## src/rtl/ifu_pkg.sv

```systemverilog
package ifu_pkg;
  localparam int DATA_W = 8;
  localparam int REG_W  = DATA_W - 1;

  // Flag bit positions; sources map in this order onto bits SRC_LSB upward
  localparam int SRC_LSB = 2;
  localparam int NUM_SRC = 5;
  localparam int BIT_SHIFT = 2;
  localparam int BIT_SDATA = 3;
  localparam int BIT_SCLK  = 4;
  localparam int BIT_TMR2  = 5;
  localparam int BIT_TMR1  = 6;

  localparam logic [REG_W-1:0] IRQ_MASK =
    REG_W'((1 << BIT_SHIFT) | (1 << BIT_TMR2) | (1 << BIT_TMR1));
  localparam logic [REG_W-1:0] SHIFT_CLR_MASK =
    REG_W'((1 << BIT_SHIFT) | (1 << BIT_SDATA) | (1 << BIT_SCLK));
  localparam logic [REG_W-1:0] TMR1_CLR_MASK = REG_W'(1 << BIT_TMR1);
  localparam logic [REG_W-1:0] TMR2_CLR_MASK = REG_W'(1 << BIT_TMR2);

  // Register indices that matter to this block
  localparam int IDX_W = 4;
  localparam logic [IDX_W-1:0] IDX_FLAG  = 4'hD;
  localparam logic [IDX_W-1:0] IDX_EN    = 4'hE;
  localparam logic [IDX_W-1:0] IDX_SHIFT = 4'hA;
  localparam logic [IDX_W-1:0] IDX_T1LO  = 4'h4;
  localparam logic [IDX_W-1:0] IDX_T2LO  = 4'h8;

  typedef struct packed {
    logic flagWr;
    logic enWr;
    logic flagRd;
    logic enRd;
    logic clrShiftRd;
    logic clrT1Rd;
    logic clrT2Rd;
  } strobe_t;
endpackage

```

## src/rtl/ifu_decode.sv

```systemverilog
module ifu_decode
  import ifu_pkg::*;
#(
  parameter int IW = IDX_W,
  parameter logic [IW-1:0] FLAG_IDX  = IDX_FLAG,
  parameter logic [IW-1:0] EN_IDX    = IDX_EN,
  parameter logic [IW-1:0] SHIFT_IDX = IDX_SHIFT,
  parameter logic [IW-1:0] T1LO_IDX  = IDX_T1LO,
  parameter logic [IW-1:0] T2LO_IDX  = IDX_T2LO
) (
  input  logic [IW-1:0] regIdx,
  input  logic          rdEn,
  input  logic          wrEn,
  output strobe_t       strb
);
  always_comb begin
    strb            = '0;
    strb.flagWr     = wrEn && (regIdx == FLAG_IDX);
    strb.enWr       = wrEn && (regIdx == EN_IDX);
    strb.flagRd     = rdEn && (regIdx == FLAG_IDX);
    strb.enRd       = rdEn && (regIdx == EN_IDX);
    strb.clrShiftRd = rdEn && (regIdx == SHIFT_IDX);
    strb.clrT1Rd    = rdEn && (regIdx == T1LO_IDX);
    strb.clrT2Rd    = rdEn && (regIdx == T2LO_IDX);
  end
endmodule

```

## src/rtl/ifu_regs.sv

```systemverilog
module ifu_regs
  import ifu_pkg::*;
#(
  parameter int DW   = DATA_W,
  parameter int NSRC = NUM_SRC,
  parameter int SLSB = SRC_LSB,
  localparam int RW  = DW - 1
) (
  input  logic            clk,
  input  logic            rstN,
  input  strobe_t         strb,
  input  logic [DW-1:0]   wrData,
  input  logic [NSRC-1:0] srcSet,
  output logic [DW-1:0]   rdData,
  output logic            irq
);
  logic [RW-1:0] flagQ, enQ;
  logic [RW-1:0] setMask, clrMask, flagNext, enNext;

  // Map source pulses onto their flag positions
  for (genvar b = 0; b < RW; b++) begin : g_setmap
    if (b >= SLSB && b < SLSB + NSRC) begin : g_src
      assign setMask[b] = srcSet[b-SLSB];
    end else begin : g_none
      assign setMask[b] = 1'b0;
    end
  end

  always_comb begin
    clrMask = '0;
    if (strb.flagWr)     clrMask = clrMask | wrData[RW-1:0];
    if (strb.clrShiftRd) clrMask = clrMask | SHIFT_CLR_MASK;
    if (strb.clrT1Rd)    clrMask = clrMask | TMR1_CLR_MASK;
    if (strb.clrT2Rd)    clrMask = clrMask | TMR2_CLR_MASK;
    // set applied after clear: a same-cycle event wins
    flagNext = (flagQ & ~clrMask) | setMask;
  end

  always_comb begin
    enNext = enQ;
    if (strb.enWr) begin
      if (wrData[DW-1]) enNext = enQ | wrData[RW-1:0];
      else              enNext = enQ & ~wrData[RW-1:0];
    end
  end

  always_ff @(posedge clk) begin
    if (!rstN) begin
      flagQ <= '0;
      enQ   <= '0;
    end else begin
      flagQ <= flagNext;
      enQ   <= enNext;
    end
  end

  always_comb begin
    rdData = '0;
    if (strb.flagRd)    rdData = {|(flagQ & enQ), flagQ};
    else if (strb.enRd) rdData = {1'b1, enQ};
  end

  assign irq = |(flagQ & enQ & IRQ_MASK);

  p_set_lands_r2: assert property (@(posedge clk) disable iff (!rstN)
    (|setMask) |=> ((flagQ & $past(setMask)) == $past(setMask)));

  p_set_wins_r10: assert property (@(posedge clk) disable iff (!rstN)
    (|(setMask & clrMask)) |=>
      ((flagQ & $past(setMask & clrMask)) == $past(setMask & clrMask)));

  p_no_spurious_r7: assert property (@(posedge clk) disable iff (!rstN)
    1'b1 |=> ((flagQ & ~$past(flagQ) & ~$past(setMask)) == '0));

  p_en_hold_r6: assert property (@(posedge clk) disable iff (!rstN)
    (!strb.enWr) |=> (enQ == $past(enQ)));

  p_irq_needs_en_r3: assert property (@(posedge clk) disable iff (!rstN)
    ((enQ & IRQ_MASK) == '0) |-> !irq);
endmodule

```

## src/rtl/irq_flag_unit.sv

```systemverilog
module irq_flag_unit
  import ifu_pkg::*;
#(
  parameter int DW   = DATA_W,
  parameter int IW   = IDX_W,
  parameter int NSRC = NUM_SRC
) (
  input  logic            clk,
  input  logic            rstN,
  input  logic [IW-1:0]   busAddr,
  input  logic            rdEn,
  input  logic            wrEn,
  input  logic [DW-1:0]   wrData,
  output logic [DW-1:0]   rdData,
  input  logic [NSRC-1:0] srcSet,
  output logic            irq
);
  strobe_t strb;

  ifu_decode #(.IW(IW)) u_decode (
    .regIdx (busAddr),
    .rdEn   (rdEn),
    .wrEn   (wrEn),
    .strb   (strb)
  );

  ifu_regs #(.DW(DW), .NSRC(NSRC)) u_regs (
    .clk    (clk),
    .rstN   (rstN),
    .strb   (strb),
    .wrData (wrData),
    .srcSet (srcSet),
    .rdData (rdData),
    .irq    (irq)
  );

  p_en_read_top_r5: assert property (@(posedge clk) disable iff (!rstN)
    (rdEn && busAddr == IDX_EN) |-> rdData[DW-1]);
endmodule

```

## config.mk

```make
export PLATFORM = sky130hd
export DESIGN_NAME = irq_flag_unit
export DESIGN_NICKNAME = d
export VERILOG_FILES = /design/src/rtl/ifu_pkg.sv /design/src/rtl/ifu_decode.sv /design/src/rtl/ifu_regs.sv /design/src/rtl/irq_flag_unit.sv
export SDC_FILE = /design/constraint.sdc
export NUM_CORES = 1
export LEC_CHECK = 0
export ABC_CLOCK_PERIOD_IN_PS = 1200
export BUFFER_PORTS_ARGS = -buffer_cell sky130_fd_sc_hd__buf_2
export CAP_MARGIN = 20
export CORE_UTILIZATION = 42
export CTS_BUF_LIST = sky130_fd_sc_hd__clkbuf_8 sky130_fd_sc_hd__clkbuf_16
export DETAILED_ROUTE_END_ITERATION = 6
export HOLD_SLACK_MARGIN = 0.08
export PLACE_DENSITY = 0.73
export SLEW_MARGIN = 20
export SYNTH_ARGS = -nofsm -noshare
export SYNTH_HDL_FRONTEND = slang
export SYNTH_SLANG_ARGS = --single-unit
```

## constraint.sdc

```tcl
create_clock -name clk -period 1.2 [get_ports clk]
set_input_delay 0.18 -clock clk [delete_from_list [all_inputs] [get_ports clk]]
set_output_delay 0.18 -clock clk [all_outputs]
set_load 0.01 [all_outputs]
```

==> run metrics, run 1 <==
Startpoint Class=flop; clk buf depth=2; final antenna-violating net count=0; Req. time, crit path=1020 ps; max-slew violations=0; Hold-fix buffers, CTS=0; routability congestion estimate from global placement=0.8765; Sink Count=14; first-pass GRT wire length=3456 microns; Mapped Cells=84; minimum clock period=1569 ps; commonest non-fill, non-tap cell in the layout=buf_2; worst vdd ir=850.1 uV; initial antenna violation count=0; GRT Resource Usage Total=24.83%; worst-skew pair later-pin latency=240 ps; gr busiest metal=met2; worst hold slack=116.3 ps; fin nets=152; Hold Vio Cnt, Final=0; Max Fclk=637.2 MHz; Hold Path Stages=2; largest fanout on the critical path=2; largest net degree at the start of global routing=9; Slew @ Worst Pin=361.9 ps; Buffers on Ports=29; vias per std cell=5.310; met3 GRT Util=4.000%; total gr overflow=0; Synthesis Warnings=0; RSZ-0062 raised after global routing=yes; syn nets=105; met1 usage=30.42%; Pleak=0.5819 nW; worst min-delay path class=in2reg; Die X-Extent=45.05 microns; skew final=0 ps; CP Data Arrival Time=1390 ps; kind of critical path=reg2out; Row Count=15; vias=823; IO Count=30; vias in the first global route=804; Cell Pwr Density=960.9 nW/um^2; DRT iter0 DRCs=14; Post-Syn Area=778.2 sq um; Mean Syn Cell Area=9.265 sq um; CP Capture Type=output pin; # DRC=0; core area=1727 sq um; post-route clock period utilization=130.8%; TritonCTS clock tree=built; max-cap violation count=0; Initial DRT Pass Iterations=6; CTS Root Cell=clkbuf_8; CTS Buf Count=3; Reg clk slew, reported paths=60 ps; post-route setup slack=-369.5 ps; WL final=2191 microns; die area=2029 sq um; failing checks=negative setup slack; Unique masters post-synth=26; Synth Register Bits=14; Synth-to-Final Area Change=49.20%; Final setup violation count=5; worst reg-to-reg path cell count=3; most frequent cells in the layout=25 x buf_2, 14 x buf_4, 10 x nand2_1, 10 x dfxtp_1, 8 x nand3_1; Antenna Cells=0; Slew HR=75.87%; M2 GR Usage=39.71%; share of cells above drive strength 1=50.77%; post-DP HPWL=1620 microns; initial core utilization=45.07%; Die Y=45.05 microns; Seq/Total Area, Yosys=36.01%; WL/cell=14.14 microns; outcome=finished with violations; Place WS=-123.1 ps; H-tree depth=1
timing repair:
action,CTS,global route
pin swaps,13,6
endpoints found under the setup margin,9,9
gates resized for setup,13,3
endpoints found under the hold margin,0,0
buffers inserted,3,1
synthesized netlist by cell type, drive strengths merged:
| cell | instances | area (sq um) |
|---|---|---|
| a22o | 7 | 61.31 |
| and3b | 2 | 18.77 |
| a31oi | 1 | 6.260 |
| a21o | 1 | 8.760 |
| a22oi | 2 | 15.01 |
| a222oi | 1 | 10.01 |
| inv | 3 | 11.26 |
| and3 | 2 | 17.52 |
| nand3b | 1 | 7.510 |
| nor3b | 2 | 20.02 |
| mux2i | 7 | 70.07 |
| buf | 2 | 18.77 |
| nand2b | 5 | 31.28 |
| and2b | 1 | 8.760 |
| nand3 | 9 | 45.04 |
| clkbuf | 2 | 7.510 |
| a21boi | 4 | 30.03 |
| a21oi | 2 | 10.01 |
| o221a | 5 | 56.30 |
| nand2 | 10 | 37.54 |
| nor2b | 1 | 6.260 |
| dfxtp | 14 | 280.3 |
worst max-delay path: stages (launching register included):
cell and delay [ps]:
dfxtp_2 310, a222oi_1 390, nand3_1 120, a21o_2 210
buf_6 110
path summary, 6_finish.rpt:
check,startpoint,end,slack [ps]
hold reg to reg,u_regs.flagQ[0]$_SDFF_PN0_,u_regs.flagQ[0]$_SDFF_PN0_,460
hold / removal,wrData[1],u_regs.flagQ[1]$_SDFF_PN0_,120
setup reg to reg,u_regs.flagQ[5]$_SDFF_PN0_,u_regs.flagQ[5]$_SDFF_PN0_,250
setup / recovery,u_regs.flagQ[6]$_SDFF_PN0_,rdData[7],-370
per-layer routing:
metal,vias up,part of all wire (%)
li1,409,-
met1,379,45
met2,30,48
met3,5,4.7
met4,0,2.1
met5,-,0
layout make-up:
type / instances / area, sq um
multi-input combinational: 63 / 465.4
fill: 156 / 565.5
sequential: 14 / 285.3
tap: 25 / 31.28
timing repair buffer: 46 / 312.8
inverter: 3 / 11.26
clock buffer: 4 / 55.05
through the flow:
| stage | utilization, % | power (W) | cells | instance area, sq um | TNS [ps] |
|---|---|---|---|---|---|
| final | 67.25 | 0.001116 | 155 | 1161 | -629.6 |
| after global routing | 67.25 | 0.001157 | 155 | 1161 | -1148 |
| after CTS | 67.03 | 0.001117 | 155 | 1157 | -764.9 |
| after detailed placement | 59.86 | 0.0006481 | 148 | 1033 | -432.9 |
| after global placement | 59.86 | 0.0006453 | 148 | 1033 | -374.4 |
| after floorplan | - | 0.0005622 | 84 | 778.2 | 0 |
power breakdown:
part / internal (W) / leakage (nW) / switching, W
registers: 0.000480 / 0.116 / 0.00000853
logic: 0.0000941 / 0.437 / 0.0000749
clock network: 0.000291 / 0.0288 / 0.000168
total: 0.000865 / 0.582 / 0.000251
kinds of logic (layout without fill, tap and decap cells):
family                 after synthesis  count (layout)  share of synthesized area, %
muxes                                7               7                         9.004
DFF                                 14              14                         36.01
and+or+nand+nor                     33              33                         24.76
buffers and inverters                7              53                         4.824
AOI/OAI and AO/OA                   23              23                         25.40
Note: power is estimated with default switching activity, not from simulation.
==> run 2, diff against run 1 <==
- HOLD_SLACK_MARGIN: 0.08 -> 0.12
==> run 2 against run 1 <==
The run still ends with negative setup slack left. Final cell count is 1.3% higher. Routed wire length grew 1.5%. Design area rose by 1.7%. Via count increased by 0.61%. Die area did not move. Total power is 0.45% higher. Worst setup slack about the same. Maximum frequency about the same. Critical path depth is the same. Highest routed layer unchanged.
==> run metrics, run 2 (synthesized netlist as in run 1, its figures left out) <==
largest fanout on the critical path=2 (unchanged); TritonCTS clock tree=built; initial core utilization=45.07% (unchanged); final core utilization=68.41% (+1.2 points); Die Y=45.05 microns (unchanged); post-DP HPWL=1620 microns (unchanged); max-cap violation count=0 (unchanged); critical path's largest stage delay=390 ps (about the same); routability congestion estimate from global placement=0.8765 (unchanged); DRT iter0 DRCs=14 (unchanged); Antenna Cells=0 (unchanged); sw frac=22.46% (-0.030 points); worst min-delay path class=in2reg; initial antenna violation count=0 (unchanged); H-tree depth=1 (unchanged); CTS Root Cell=clkbuf_8; Slew HR=75.87% (unchanged); Slew @ Worst Pin=361.9 ps (unchanged); CP Capture Type=output pin; die area=2029 sq um (unchanged); sequential power share=43.6% (-0.2 points); Sink Count=14 (unchanged); worst vdd ir=850.3 uV (about the same); Place WS=-123.1 ps (unchanged); vias=828 (+0.61%); vias in the first global route=816 (+1.5%); commonest non-fill, non-tap cell in the layout=buf_2; total gr overflow=0 (unchanged); Req. time, crit path=1020 ps (about the same); skew final=0 ps (unchanged); Slowest-stage cell, CP=a222oi_1; fill cell count=152 (-2.6%); Die X-Extent=45.05 microns (unchanged); Net Sw Power=0.0002517 W (+0.32%); Comb power frac=15.5% (+0.3 points); Largest delay share family, worst path=compound AO/OA/AOI/OAI gates; Startpoint Class=flop; WL final=2224 microns (+1.5%); fin nets=154 (+1.3%); post-route setup slack=-369.5 ps (-0.01300 ps); Initial DRT Pass Iterations=6 (unchanged); CTS Buf Count=3 (unchanged); share of cells above drive strength 1=50.00% (-0.77 points); # DRC=0 (unchanged); most frequent cells in the layout=25 x buf_2, 14 x buf_4, 10 x nand2_1, 10 x dfxtp_1, 8 x nand3_1; Hold Vio Cnt, Final=0 (unchanged); WL/cell=14.17 microns (+0.21%); WP buf/inv=1 (unchanged); Buffers on Ports=29 (unchanged); minimum clock period=1569 ps (+0.01300 ps); worst-skew pair later-pin latency=240 ps (about the same); Synth-to-Final Area Change=51.77%; Row Count=15 (unchanged); kind of critical path=reg2out; core area=1727 sq um (unchanged); RSZ-0062 raised after global routing=yes; Max Fclk=637.2 MHz (about the same); vias per std cell=5.274 (-0.67%); post-route clock period utilization=130.8% (about the same); outcome=finished with violations; final antenna-violating net count=0 (unchanged); Pleak=0.5902 nW (+1.4%); largest net degree at the start of global routing=9 (unchanged); clock share of power=40.9% (-0.2 points); Reg clk slew, reported paths=60 ps (about the same); max-slew violations=0 (unchanged); CP Data Arrival Time=1390 ps (about the same); Final setup violation count=5 (unchanged); clk buf depth=2 (unchanged); cell-internal power=0.0008690 W (+0.49%); IO Count=30 (unchanged); crit-path cells=a222oi_1 -> nand3_1 -> a21o_2 -> buf_6; Cell Pwr Density=948.8 nW/um^2 (-1.3%); first-pass GRT wire length=3498 microns (+1.2%); GRT Resource Usage Total=25.17% (+0.33 points); failing checks=negative setup slack
[run 2: worst reg2reg max path, stage by stage (launching register included)]
cell and delay, ps:
dfxtp_1 310, buf_4 130, a21boi_0 110, o221a_2 290
[run 2: power by group through the flow]
stage / clock network (W) / registers, W / logic, W
6_report: 0.000458 / 0.000488 / 0.000174
4_1_cts: 0.000465 / 0.000488 / 0.000168
2_1_floorplan: 0 / 0.000497 / 0.0000655
5_1_grt: 0.000485 / 0.000490 / 0.000187
3_3_place_gp: 0 / 0.000498 / 0.000148
3_5_place_dp: 0 / 0.000497 / 0.000151
[run 2: cell type report]
class	instances	area (sq um)	share of cell area, %
inverter	3	11.26	0.9534
timing repair buffer	48	332.8	28.18
multi-input combinational	63	465.4	39.41
clock buffer	4	55.05	4.661
sequential	14	285.3	24.15
tap	25	31.28	2.648
[run 2: what timing repair did]
action                                  4_1_cts  5_1_grt
resized for setup                            13        3
endpoints found under the setup margin        9        9
hold buffers                                  2        0
setup buffers                                 3        1
pin swaps                                    13        6
endpoints found under the hold margin         2        0
[run 2: per-stage QoR]
stage          power (W)  instances  cell area, sq um  hold WS [ps]  TNS (ps)
4_1_cts         0.001122        157              1177         224.1    -764.9
2_1_floorplan  0.0005622         84             778.2         267.0         0
3_5_place_dp   0.0006481        148              1033         373.5    -432.9
3_3_place_gp   0.0006453        148              1033         364.7    -374.4
5_1_grt         0.001162        157              1181         224.8     -1148
6_report        0.001121        157              1181         224.3    -629.7
[run 2: worst paths after layout]
path | from | to | slack (ps) | cells after the start
worst max-delay path | u_regs.flagQ[6]$_SDFF_PN0_ | rdData[7] | -370 | 4
worst min-delay path | srcSet[1] | u_regs.flagQ[3]$_SDFF_PN0_ | 220 | 2
worst max register to register | u_regs.flagQ[5]$_SDFF_PN0_ | u_regs.flagQ[5]$_SDFF_PN0_ | 250 | 3
worst min register to register | u_regs.flagQ[0]$_SDFF_PN0_ | u_regs.flagQ[0]$_SDFF_PN0_ | 460 | 2
[run 2: layer usage]
metal | vias to the layer above | wire [microns] | global-route usage [%]
met5 | - | 0 | 0
met4 | 0 | 47 | 16.97
met3 | 5 | 102 | 4.000
met2 | 28 | 1084 | 40.87
met1 | 382 | 989 | 30.42
li1 | 413 | - | -
==> run 3, diff against run 2 <==
- CORE_MARGIN: not set -> 4
==> run 3 against run 2 <==
The flow still finishes with violations (negative setup slack). Largest power group unchanged. Clock-buffer cell count decreased by 1. Highest routed layer unchanged. Sequential cell count unchanged. Sequential power about the same.
==> run metrics, run 3 (synthesized netlist as in run 1, its figures left out) <==
outcome=finished with violations; Slew @ Worst Pin=313.2 ps (-48.68 ps); fin nets=155 (+0.65%); initial core utilization=44.59% (-0.48 points); Hold Vio Cnt, Final=0 (unchanged); R2R Path End=u_regs.flagQ[5]$_SDFF_PN0_; GRT Resource Usage Total=19.55% (-5.6 points); placed cells=148 (unchanged); RSZ-0062 raised after global routing=yes; Critical R2R Launch=u_regs.flagQ[5]$_SDFF_PN0_; IO Count=30 (unchanged); skew final=0 ps (unchanged); vias per std cell=5.459 (+3.5%); H-tree depth=1 (unchanged); post-route clock period utilization=141.6% (+11 points); core area=1745 sq um (+1.1%); final setup TNS=-912.8 ps (-283.1 ps); die area=2606 sq um (+28%); worst vdd ir=653.2 uV (-23%); largest fanout on the critical path=2 (unchanged); cell-internal power=0.0008017 W (-7.7%); CTS Buf Count=3 (unchanged); CP Data Arrival Time=1520 ps (+130 ps); max-slew violations=0 (unchanged); worst reg-to-reg path cell count=3 (unchanged); Cell Pwr Density=888.0 nW/um^2 (-6.4%); Hold Crit Endpoint=u_regs.flagQ[4]$_SDFF_PN0_; Synth-to-Final Area Change=52.73%; Finished Layout Cells=157 (unchanged); clk buf depth=2 (unchanged); WL/cell=15.48 microns (+9.3%); post-DP HPWL=1734 microns (+7.0%); post-route setup slack=-498.6 ps (-129.2 ps); Place WS=-150.3 ps (-27.18 ps); Reg clk slew, reported paths=50 ps (about the same); worst-skew pair later-pin latency=250 ps (about the same); CTS Root Cell=clkbuf_8; Startpoint Class=flop; Die X-Extent=51.05 microns (+13%); Sink Count=14 (unchanged); sequential power share=46.3% (+2.7 points); commonest non-fill, non-tap cell in the layout=buf_2; sw frac=24.05% (+1.6 points); Slew HR=79.12% (+3.2 points); TritonCTS clock tree=built; Initial DRT Pass Iterations=4 (-2); Antenna Cells=0 (unchanged); Buffers on Ports=29 (unchanged); worst min-delay path class=in2reg; minimum clock period=1699 ps (+129.2 ps); kind of critical path=reg2out; Reg2Reg Setup Slack=250 ps (about the same); CP Capture Type=output pin; vias in the first global route=842 (+3.2%); first-pass GRT wire length=3815 microns (+9.1%); max-cap violation count=0 (unchanged); total gr overflow=0 (unchanged); largest net degree at the start of global routing=10 (+1); Hold Path Stages=2 (unchanged); most frequent cells in the layout=23 x buf_2, 15 x buf_4, 10 x nand2_1, 10 x dfxtp_1, 9 x buf_6; DRT iter0 DRCs=29 (+15); Row Count=15 (unchanged); Pleak=0.5973 nW (+1.2%); vias=857 (+3.5%); clock share of power=37.2% (-3.7 points); routability congestion estimate from global placement=0.7664 (-13%); Net Sw Power=0.0002538 W (+0.83%); Comb power frac=16.4% (+0.9 points); # DRC=0 (unchanged); failing checks=negative setup slack; Die Y=51.05 microns (+13%); WL final=2430 microns (+9.3%); Req. time, crit path=1020 ps (about the same); Final setup violation count=5 (unchanged); Worst Hold Launch=srcSet[2]; final antenna-violating net count=0 (unchanged); initial antenna violation count=0 (unchanged); Max Fclk=588.7 MHz (-7.6%); share of cells above drive strength 1=50.76% (+0.76 points)
==> run 3: cell count changes in the layout (fill, tap and decap cells not counted), sizes merged <==
cell / delta
buf: +1
clkbuf: -1
==> run 3: how the worst max path moves through the flow <==
| stage | slack, ps | from | endpoint |
|---|---|---|---|
| after detailed placement | -150 | u_regs.flagQ[6]$_SDFF_PN0_ | rdData[7] |
| after global placement | -140 | u_regs.flagQ[6]$_SDFF_PN0_ | rdData[7] |
| after floorplan | 20 | u_regs.flagQ[6]$_SDFF_PN0_ | rdData[7] |
| after global routing | -560 | u_regs.flagQ[6]$_SDFF_PN0_ | rdData[7] |
| final | -500 | u_regs.flagQ[6]$_SDFF_PN0_ | rdData[7] |
| after CTS | -420 | flop | rdData[7] |
==> run 3: area by class of cell <==
cell class,instances,area (sq um)
clock buffers,3,41.29
repair buffers,49,349.1
fillers,151,556.8
multi-input cells,63,470.5
flip-flops and latches,14,285.3
inverters,3,11.26
well taps,25,31.28
==> run 3: power groups by stage <==
stage | Clock [W] | Sequential (W) | Combinational [W]
detailed placement | 0 | 0.000498 | 0.000152
global route | 0.000407 | 0.000490 | 0.000189
finish | 0.000393 | 0.000489 | 0.000173
global placement | 0 | 0.000497 | 0.000149
floorplan | 0 | 0.000497 | 0.0000655
CTS | 0.000392 | 0.000488 | 0.000166
==> run 3: worst max-delay path, stage by stage (launching register included) <==
cell	delay [ps]
dfxtp_2	320
a222oi_1	360
buf_4	190
nand3_2	70
a21o_2	210
buf_6	120
==> run 3: what timing repair did <==
action,4_1_cts,5_1_grt
hold endpoints to repair,2,0
buffers inserted,3,2
resized for setup,7,12
pin swaps,8,5
endpoints found under the setup margin,9,9
hold buffers,2,0
==> run 3: metrics by stage <==
step	hold WS [ps]	power (W)	util, %	cell area (sq um)
after floorplan	267.0	0.0005622	-	778.2
after global placement	366.2	0.0006460	59.21	1033
after detailed placement	368.2	0.0006495	59.21	1033
after CTS	217.0	0.001046	65.81	1149
after global routing	227.3	0.001086	68.10	1189
final	216.6	0.001056	68.10	1189
==> run 3: metal layers <==
metal | up-vias | share of wire, % | track usage, %
met1 | 403 | 41 | 23.30
met3 | 4 | 6.7 | 4.373
met2 | 37 | 51 | 32.62
met4 | 0 | 1.4 | 9.865
met5 | - | 0 | 0
li1 | 413 | - | -
